`config.mk`:
```
export PLATFORM = sky130hd
export DESIGN_NAME = ddr2b_sram
export DESIGN_NICKNAME = d
export VERILOG_FILES = /design/src/rtl/ddr2b_pkg.sv /design/src/rtl/ddr2b_lock.sv /design/src/rtl/ddr2b_wpath.sv /design/src/rtl/ddr2b_core.sv /design/src/rtl/ddr2b_rpath.sv /design/src/rtl/ddr2b_sram.sv
export SDC_FILE = /design/constraint.sdc
export NUM_CORES = 2
export LEC_CHECK = 0
export ABC_AREA = 1
export BUFFER_PORTS_ARGS = -buffer_cell sky130_fd_sc_hd__clkbuf_2
export CAP_MARGIN = 20
export CORE_MARGIN = 1.5
export CORE_UTILIZATION = 40
export CTS_BUF_LIST = sky130_fd_sc_hd__clkbuf_2 sky130_fd_sc_hd__clkbuf_4 sky130_fd_sc_hd__clkbuf_8
export CTS_CLUSTER_SIZE = 12
export DETAILED_ROUTE_END_ITERATION = 7
export HOLD_SLACK_MARGIN = 0.08
export PLACE_DENSITY = 0.55
export SYNTH_ARGS = -nofsm -noshare
export SYNTH_HDL_FRONTEND = slang
export SYNTH_SLANG_ARGS = --single-unit
```
`constraint.sdc`:
```
create_clock -name clk -period 1.8 [get_ports clk]
set_input_delay 0.09 -clock clk [delete_from_list [all_inputs] [get_ports clk]]
set_output_delay 0.09 -clock clk [all_outputs]
set_load 0.005 [all_outputs]
```
`src/rtl/ddr2b_pkg.sv`:
```
package ddr2b_pkg;

  typedef enum logic {
    LAT_ONE_CYC = 1'b0,
    LAT_TWO_CYC = 1'b1
  } lat_mode_e;

  function automatic int lanes_of(input int width);
    return (width + 7) / 8;
  endfunction

endpackage

```
`src/rtl/ddr2b_lock.sv`:
```
module ddr2b_lock
  import ddr2b_pkg::*;
#(
  parameter int LOCK_CYCLES = 2048
) (
  input  logic      clk,
  input  logic      rst_n,
  input  logic      dll_on,
  output lat_mode_e mode,
  output logic      locked
);
  localparam int CW = $clog2(LOCK_CYCLES + 1);
  localparam logic [CW-1:0] LOCK_END = CW'(LOCK_CYCLES);

  logic [CW-1:0] stable_cnt;
  lat_mode_e     mode_q;

  always_ff @(posedge clk) begin
    if (!rst_n) begin
      mode_q     <= dll_on ? LAT_TWO_CYC : LAT_ONE_CYC;
      stable_cnt <= '0;
    end else if (stable_cnt != LOCK_END) begin
      stable_cnt <= stable_cnt + 1'b1;
    end
  end

  assign mode   = mode_q;
  assign locked = (mode_q == LAT_ONE_CYC) || (stable_cnt == LOCK_END);

  AST_LOCK_HOLDS: assert property (@(posedge clk) disable iff (!rst_n)
    locked |=> locked);
  AST_LOCK_CNT_RANGE: assert property (@(posedge clk) disable iff (!rst_n)
    stable_cnt <= LOCK_END);
endmodule

```
`src/rtl/ddr2b_wpath.sv`:
```
module ddr2b_wpath #(
  parameter int ADDR_W = 6,
  parameter int DATA_W = 16,
  parameter int NB     = 2
) (
  input  logic              clk,
  input  logic              rst_n,
  input  logic              wr_cmd,
  input  logic [ADDR_W-1:0] cmd_addr,
  input  logic [DATA_W-1:0] wdata,
  input  logic [NB-1:0]     bwe_n,
  output logic              wb_valid,
  output logic [ADDR_W-1:0] wb_addr,
  output logic [DATA_W-1:0] wb_d0,
  output logic [NB-1:0]     wb_m0,
  output logic [DATA_W-1:0] wb_d1,
  output logic [NB-1:0]     wb_m1
);
  // stage A: command seen, data not yet taken
  logic              wa_valid;
  logic [ADDR_W-1:0] wa_addr;
  // falling-edge capture of the second beat
  logic [DATA_W-1:0] fall_d;
  logic [NB-1:0]     fall_m;

  always_ff @(posedge clk) begin
    if (!rst_n) begin
      wa_valid <= 1'b0;
      wa_addr  <= '0;
      wb_valid <= 1'b0;
      wb_addr  <= '0;
      wb_d0    <= '0;
      wb_m0    <= '1;
    end else begin
      wa_valid <= wr_cmd;
      wa_addr  <= cmd_addr;
      wb_valid <= wa_valid;
      wb_addr  <= wa_addr;
      if (wa_valid) begin
        wb_d0 <= wdata;
        wb_m0 <= bwe_n;
      end
    end
  end

  always_ff @(negedge clk) begin
    if (!rst_n) begin
      fall_d <= '0;
      fall_m <= '1;
    end else begin
      fall_d <= wdata;
      fall_m <= bwe_n;
    end
  end

  assign wb_d1 = fall_d;
  assign wb_m1 = fall_m;
endmodule

```
`src/rtl/ddr2b_core.sv`:
```
module ddr2b_core #(
  parameter int ADDR_W = 6,
  parameter int DATA_W = 16,
  parameter int NB     = 2
) (
  input  logic              clk,
  input  logic              rst_n,
  input  logic              wb_valid,
  input  logic [ADDR_W-1:0] wb_addr,
  input  logic [DATA_W-1:0] wb_d0,
  input  logic [NB-1:0]     wb_m0,
  input  logic [DATA_W-1:0] wb_d1,
  input  logic [NB-1:0]     wb_m1,
  input  logic [ADDR_W-1:0] rd_addr,
  output logic [DATA_W-1:0] rd_w0,
  output logic [DATA_W-1:0] rd_w1
);
  localparam int DEPTH = 1 << ADDR_W;

  logic [DATA_W-1:0] mem0 [DEPTH];
  logic [DATA_W-1:0] mem1 [DEPTH];
  logic              fwd_hit;

  function automatic logic [DATA_W-1:0] lane_merge(
    input logic [DATA_W-1:0] old_w,
    input logic [DATA_W-1:0] new_w,
    input logic [NB-1:0]     keep_n
  );
    logic [DATA_W-1:0] res;
    res = old_w;
    for (int i = 0; i < NB; i++) begin
      if (!keep_n[i]) res[i*8 +: 8] = new_w[i*8 +: 8];
    end
    return res;
  endfunction

  always_ff @(posedge clk) begin
    if (!rst_n) begin
      for (int i = 0; i < DEPTH; i++) begin
        mem0[i] <= '0;
        mem1[i] <= '0;
      end
    end else if (wb_valid) begin
      mem0[wb_addr] <= lane_merge(mem0[wb_addr], wb_d0, wb_m0);
      mem1[wb_addr] <= lane_merge(mem1[wb_addr], wb_d1, wb_m1);
    end
  end

  assign fwd_hit = wb_valid && (wb_addr == rd_addr);

  always_comb begin
    rd_w0 = mem0[rd_addr];
    rd_w1 = mem1[rd_addr];
    if (fwd_hit) begin
      rd_w0 = lane_merge(mem0[rd_addr], wb_d0, wb_m0);
      rd_w1 = lane_merge(mem1[rd_addr], wb_d1, wb_m1);
    end
  end
endmodule

```
`src/rtl/ddr2b_rpath.sv`:
```
module ddr2b_rpath
  import ddr2b_pkg::*;
#(
  parameter int ADDR_W = 6,
  parameter int DATA_W = 16
) (
  input  logic              clk,
  input  logic              rst_n,
  input  lat_mode_e         mode,
  input  logic              rd_req,
  input  logic [ADDR_W-1:0] req_addr,
  output logic [ADDR_W-1:0] rc_addr,
  input  logic [DATA_W-1:0] core_w0,
  input  logic [DATA_W-1:0] core_w1,
  output logic              rise_valid,
  output logic [DATA_W-1:0] rise_w0,
  output logic              fall_valid,
  output logic [DATA_W-1:0] fall_w1
);
  logic              rc_valid;
  logic              r1_v, r2_v;
  logic [DATA_W-1:0] r1_w0, r1_w1, r2_w0, r2_w1;
  logic [DATA_W-1:0] sel_w1;

  always_ff @(posedge clk) begin
    if (!rst_n) begin
      rc_valid <= 1'b0;
      rc_addr  <= '0;
      r1_v     <= 1'b0;
      r1_w0    <= '0;
      r1_w1    <= '0;
      r2_v     <= 1'b0;
      r2_w0    <= '0;
      r2_w1    <= '0;
    end else begin
      rc_valid <= rd_req;
      rc_addr  <= req_addr;
      r1_v     <= rc_valid;
      r1_w0    <= core_w0;
      r1_w1    <= core_w1;
      r2_v     <= r1_v;
      r2_w0    <= r1_w0;
      r2_w1    <= r1_w1;
    end
  end

  generate
    always_comb begin
      if (mode == LAT_ONE_CYC) begin
        rise_valid = r1_v;
        rise_w0    = r1_w0;
        sel_w1     = r1_w1;
      end else begin
        rise_valid = r2_v;
        rise_w0    = r2_w0;
        sel_w1     = r2_w1;
      end
    end
  endgenerate

  always_ff @(negedge clk) begin
    if (!rst_n) begin
      fall_valid <= 1'b0;
      fall_w1    <= '0;
    end else begin
      fall_valid <= rise_valid;
      fall_w1    <= sel_w1;
    end
  end

  AST_LAT_ONE: assert property (@(posedge clk) disable iff (!rst_n)
    (mode == LAT_ONE_CYC && rd_req) |=> ##1 rise_valid);
  AST_LAT_TWO: assert property (@(posedge clk) disable iff (!rst_n)
    (mode == LAT_TWO_CYC && rd_req) |=> ##2 rise_valid);
  AST_FALL_MATCH: assert property (@(posedge clk) disable iff (!rst_n)
    fall_valid == rise_valid);
  AST_NO_SPURIOUS: assert property (@(posedge clk) disable iff (!rst_n)
    (mode == LAT_ONE_CYC && !rd_req) |=> ##1 !rise_valid);
endmodule

```
`src/rtl/ddr2b_sram.sv`:
```
module ddr2b_sram
  import ddr2b_pkg::*;
#(
  parameter int ADDR_W      = 6,
  parameter int DATA_W      = 16,
  parameter int LOCK_CYCLES = 2048
) (
  input  logic                     clk,
  input  logic                     rst_n,
  input  logic                     dll_on,
  input  logic                     ld_n,
  input  logic                     rw,
  input  logic [ADDR_W-1:0]        addr,
  input  logic [DATA_W-1:0]        wdata,
  input  logic [lanes_of(DATA_W)-1:0] bwe_n,
  output logic [DATA_W-1:0]        rdata,
  output logic                     rdata_oe,
  output logic                     rvalid,
  output logic                     locked
);
  localparam int NB = lanes_of(DATA_W);

  lat_mode_e         mode;
  logic              cmd_ok, rd_req, wr_cmd;
  logic              wb_valid;
  logic [ADDR_W-1:0] wb_addr, rc_addr;
  logic [DATA_W-1:0] wb_d0, wb_d1, core_w0, core_w1, rise_w0, fall_w1;
  logic [NB-1:0]     wb_m0, wb_m1;
  logic              rise_valid, fall_valid;

  assign cmd_ok = !ld_n && locked;
  assign rd_req = cmd_ok && rw;
  assign wr_cmd = cmd_ok && !rw;

  ddr2b_lock #(.LOCK_CYCLES(LOCK_CYCLES)) u_lock (
    .clk(clk), .rst_n(rst_n), .dll_on(dll_on), .mode(mode), .locked(locked)
  );

  ddr2b_wpath #(.ADDR_W(ADDR_W), .DATA_W(DATA_W), .NB(NB)) u_wpath (
    .clk(clk), .rst_n(rst_n), .wr_cmd(wr_cmd), .cmd_addr(addr),
    .wdata(wdata), .bwe_n(bwe_n), .wb_valid(wb_valid), .wb_addr(wb_addr),
    .wb_d0(wb_d0), .wb_m0(wb_m0), .wb_d1(wb_d1), .wb_m1(wb_m1)
  );

  ddr2b_core #(.ADDR_W(ADDR_W), .DATA_W(DATA_W), .NB(NB)) u_core (
    .clk(clk), .rst_n(rst_n), .wb_valid(wb_valid), .wb_addr(wb_addr),
    .wb_d0(wb_d0), .wb_m0(wb_m0), .wb_d1(wb_d1), .wb_m1(wb_m1),
    .rd_addr(rc_addr), .rd_w0(core_w0), .rd_w1(core_w1)
  );

  ddr2b_rpath #(.ADDR_W(ADDR_W), .DATA_W(DATA_W)) u_rpath (
    .clk(clk), .rst_n(rst_n), .mode(mode), .rd_req(rd_req), .req_addr(addr),
    .rc_addr(rc_addr), .core_w0(core_w0), .core_w1(core_w1),
    .rise_valid(rise_valid), .rise_w0(rise_w0),
    .fall_valid(fall_valid), .fall_w1(fall_w1)
  );

  // high phase shows beat 0, low phase shows beat 1
  always_comb begin
    rvalid   = clk ? rise_valid : fall_valid;
    rdata_oe = rvalid;
    rdata    = '0;
    if (rvalid) rdata = clk ? rise_w0 : fall_w1;
  end
endmodule

```
==> impl_metrics.csv <==
group,metric,value,unit
status,status,"finished with violations",
status,violations,"negative setup slack",
worst_setup_path,start_kind,"flop",
worst_setup_path,critPathMaxFanout,6,
drt,wl,348000,um
sta,hold_viol,0,
floorplan,rows,181,
floorplan,die_h,498,um
logic_synthesis,yosys_warnings,0,
sta,final-setup-viol-count,2764,
global_route,grt_pass1_vias,77724,
flow_run,maxCapViolCount,0,
worst_setup_path,path_cells,"nand2_2 -> o21ai_4 -> buf_12 -> buf_16 -> nand2_4 -> inv_2 -> buf_6",
drt,dr.pass1.iters,7,
worst_setup_path,crit_type,"flop to primary output",
power,fin_total_pwr,120000,uW
floorplan,start_util,40.3,%
place,place.port_buffers,47,
worst_setup_path,crit_arrival,2.53,ns
global_route,track_usage,27.0,%
power,ir_drop,0.000661,V
finish,fill_cells,21643,
finish,layout_common_cells,"nand2_1 (2649), edfxtp_1 (2049), nor2_1 (2041), nand3_1 (1856), buf_4 (797)",
global_route,grt_max_degree,67,
logic_synthesis,syn_area,0.0981,mm2
logic_synthesis,synth-seq-cells,2195,
worst_setup_path,critical_path.slowest_cell,"dfxtp_2",
logic_synthesis,netlist-cell-type-count,31,
worst_setup_path,r2r_cells,6,
sta,rsz0062_at_grt,"yes",
floorplan,core-area,0.243,mm2
floorplan,pin_count,48,
hold_path,min_path_type,"primary input to flop",
power,powerDensity,939,mW/mm2
global_route,antenna_found_initial,8,
logic_synthesis,synthCells,10262,
drt,vias_per_cell,5.39,
sta,setup_tns,-1019.06,ns
drt,drt_iter0_drc,9323,
finish,final_common_cell,"nand2_1",
logic_synthesis,synth_fp_nets,10293,
hold_path,whs_path_depth,5,
sta,fin_ws,-0.819,ns
clock_tree,clk_pin_slew,0.06,ns
place,preCtsSetupSlack,-0.705,ns
clock_tree,insertion_delay,1.20,ns
worst_setup_path,required,1.71,ns
floorplan,fp.dieW,498,um
worst_setup_path,crit_start,"u_rpath.fall_valid$_SDFF_NN0_",
sta,slew_headroom,51.8,%
clock_tree,cts_tree,"done",
floorplan,dieArea,0.248,mm2
place,gp_congestion,0.921,
place,hpwlAfterDp,228000,um
logic_synthesis,synth-seq-area-share,65.7,%
finish,nets,11425,
global_route,grt_first_pass_wirelength,496000,um
drt,routedWlPerCell,23.4,um
drt,num_vias,80252,
worst_setup_path,worstReg2RegStart,"u_wpath.wb_m1[1]$_SDFF_NN1_",
drt,ant_nets,0,
sta,finalClockSkew,0.607,ns
sta,worstMarginPinSlew,0.720,ns
drt,drc,0,
global_route,grt-ovfl-total,0,
worst_setup_path,max_stage_delay,0.31,ns
worst_setup_path,crit_path_end_kind,"primary output",
hold_path,hp-start,"ld_n",
power,p_leak,0.0490,uW
logic_synthesis,syn_area_per_cell,9.56,um2
finish,area_growth,30.2,%
sta,maxSlewViolCount,0,
finish,drive_gt1_share,22.5,%
## stage by stage
stage	area, um2	utilization [%]	hold WS (ns)	cells
after floorplan	99100	-	0.162	10262
final	128000	52.4	0.144	14887
after CTS	125000	51.2	0.105	14784
after global routing	128000	52.4	0.156	14885
after global placement	112000	46.2	0.268	13856
after detailed placement	112000	46.2	0.285	13856
## worst paths after layout
path,to,slack (ns)
max,rdata[12],-0.82
min,u_rpath.rc_valid$_SDFF_PN0_,0.14
max reg2reg,u_core.mem1[38][8]$_SDFFCE_PN0P_,-0.66
min reg2reg,u_rpath.r2_w0[14]$_SDFF_PN0_,0.27
## timing repair
| item | CTS | global route |
|---|---|---|
| setup endpoints to repair | 3655 | 2924 |
| hold buffers | 58 | 0 |
| endpoints found under the hold margin | 923 | 0 |
| gates resized for setup | 425 | 504 |
| cloned | 25 | 17 |
| buffers inserted | 115 | 98 |
| pin swaps | 60 | 40 |
## Yosys cell counts (all sizes together)
| library cell | number | area [um2] |
|---|---|---|
| nand4 | 2 | 12.5 |
| dfxtp | 146 | 2920 |
| a31oi | 1 | 6.26 |
| nand2 | 2853 | 10700 |
| o22ai | 1 | 6.26 |
| ha | 2 | 25.0 |
| clkbuf | 344 | 1290 |
| or2 | 3 | 18.8 |
| inv | 162 | 611 |
| buf | 407 | 2130 |
| xor2 | 2 | 17.5 |
| nand3 | 1970 | 9860 |
| o21ai | 75 | 375 |
| nor2 | 2182 | 8230 |
| mux2i | 1 | 10.0 |
| a21oi | 55 | 275 |
| nand3b | 1 | 7.51 |
| edfxtp | 2049 | 61500 |
| nor2b | 1 | 6.26 |
| nor3b | 1 | 7.51 |
| a211oi | 1 | 12.5 |
| nor3 | 3 | 15.0 |
## power by group
| group | switching [uW] | internal [uW] | total (uW) |
|---|---|---|---|
| clock | 22900 | 27400 | 50200 |
| combinational | 7370 | 4220 | 11600 |
| sequential | 701 | 57400 | 58100 |
## final cells by class
| class | instances | area, um2 | share of cell area, % |
|---|---|---|---|
| clock inverters | 270 | 2000 | 1.57 |
| repair buffers | 1399 | 16900 | 13.2 |
| well taps | 3202 | 4010 | 3.14 |
| repair inverters | 2 | 31.3 | 0.0245 |
| multi-input cells | 7154 | 33100 | 25.9 |
| flip-flops and latches | 2195 | 64600 | 50.6 |
| diodes | 2 | 5.00 | 0.00392 |
| inverters | 145 | 634 | 0.497 |
| clock buffers | 518 | 6470 | 5.06 |
## worst max-delay path: cells and delay by family (launching register included)
kind / cells / cell delay, ns
AO/OA/AOI/OAI: 1 / 0.09
AND/OR/NAND/NOR: 2 / 0.11
flip-flops: 1 / 0.31
buffers and inverters: 4 / 0.45
## state kept, by name, summed over array words and instances (netlist names)
register / flops
u_lock.stable_cnt: 12
u_wpath.wb_m0: 2
u_rpath.r2_w1: 16
u_wpath.wb_addr: 6
u_wpath.wa_valid: 1
u_wpath.wb_d1: 16
u_rpath.r1_w0: 16
u_wpath.wb_m1: 2
u_core.mem1: 1024
u_wpath.wb_d0: 16
u_rpath.rc_valid: 1
u_core.mem0: 1024
u_rpath.r1_w1: 16
u_rpath.fall_valid: 1
u_rpath.fall_w1: 16
u_rpath.r1_v: 1
u_rpath.r2_w0: 16
u_wpath.wb_valid: 1
u_rpath.rc_addr: 6
u_rpath.r2_v: 1
u_lock.mode: 1
## cell families after synthesis
| logic type | share of synthesized area, % |
|---|---|
| and+or+nand+nor | 29.4 |
| DFF | 65.7 |
| buffers and inverters | 4.11 |
| AOI/OAI and AO/OA | 0.689 |
| xor gates and xnor gates | 0.0179 |
| adders and majority gates | 0.0255 |
| muxes | 0.0102 |
## routing by layer
layer / vias up / part of all wire, % / global-route usage [%]
li1: 36851 / - / -
met1: 39049 / 40 / 35.7
met2: 3603 / 47 / 43.5
met3: 745 / 8.5 / 4.59
met4: 4 / 4.7 / 12.5
met5: - / 0.020 / 0.154
(Power assumes the default switching activity.)
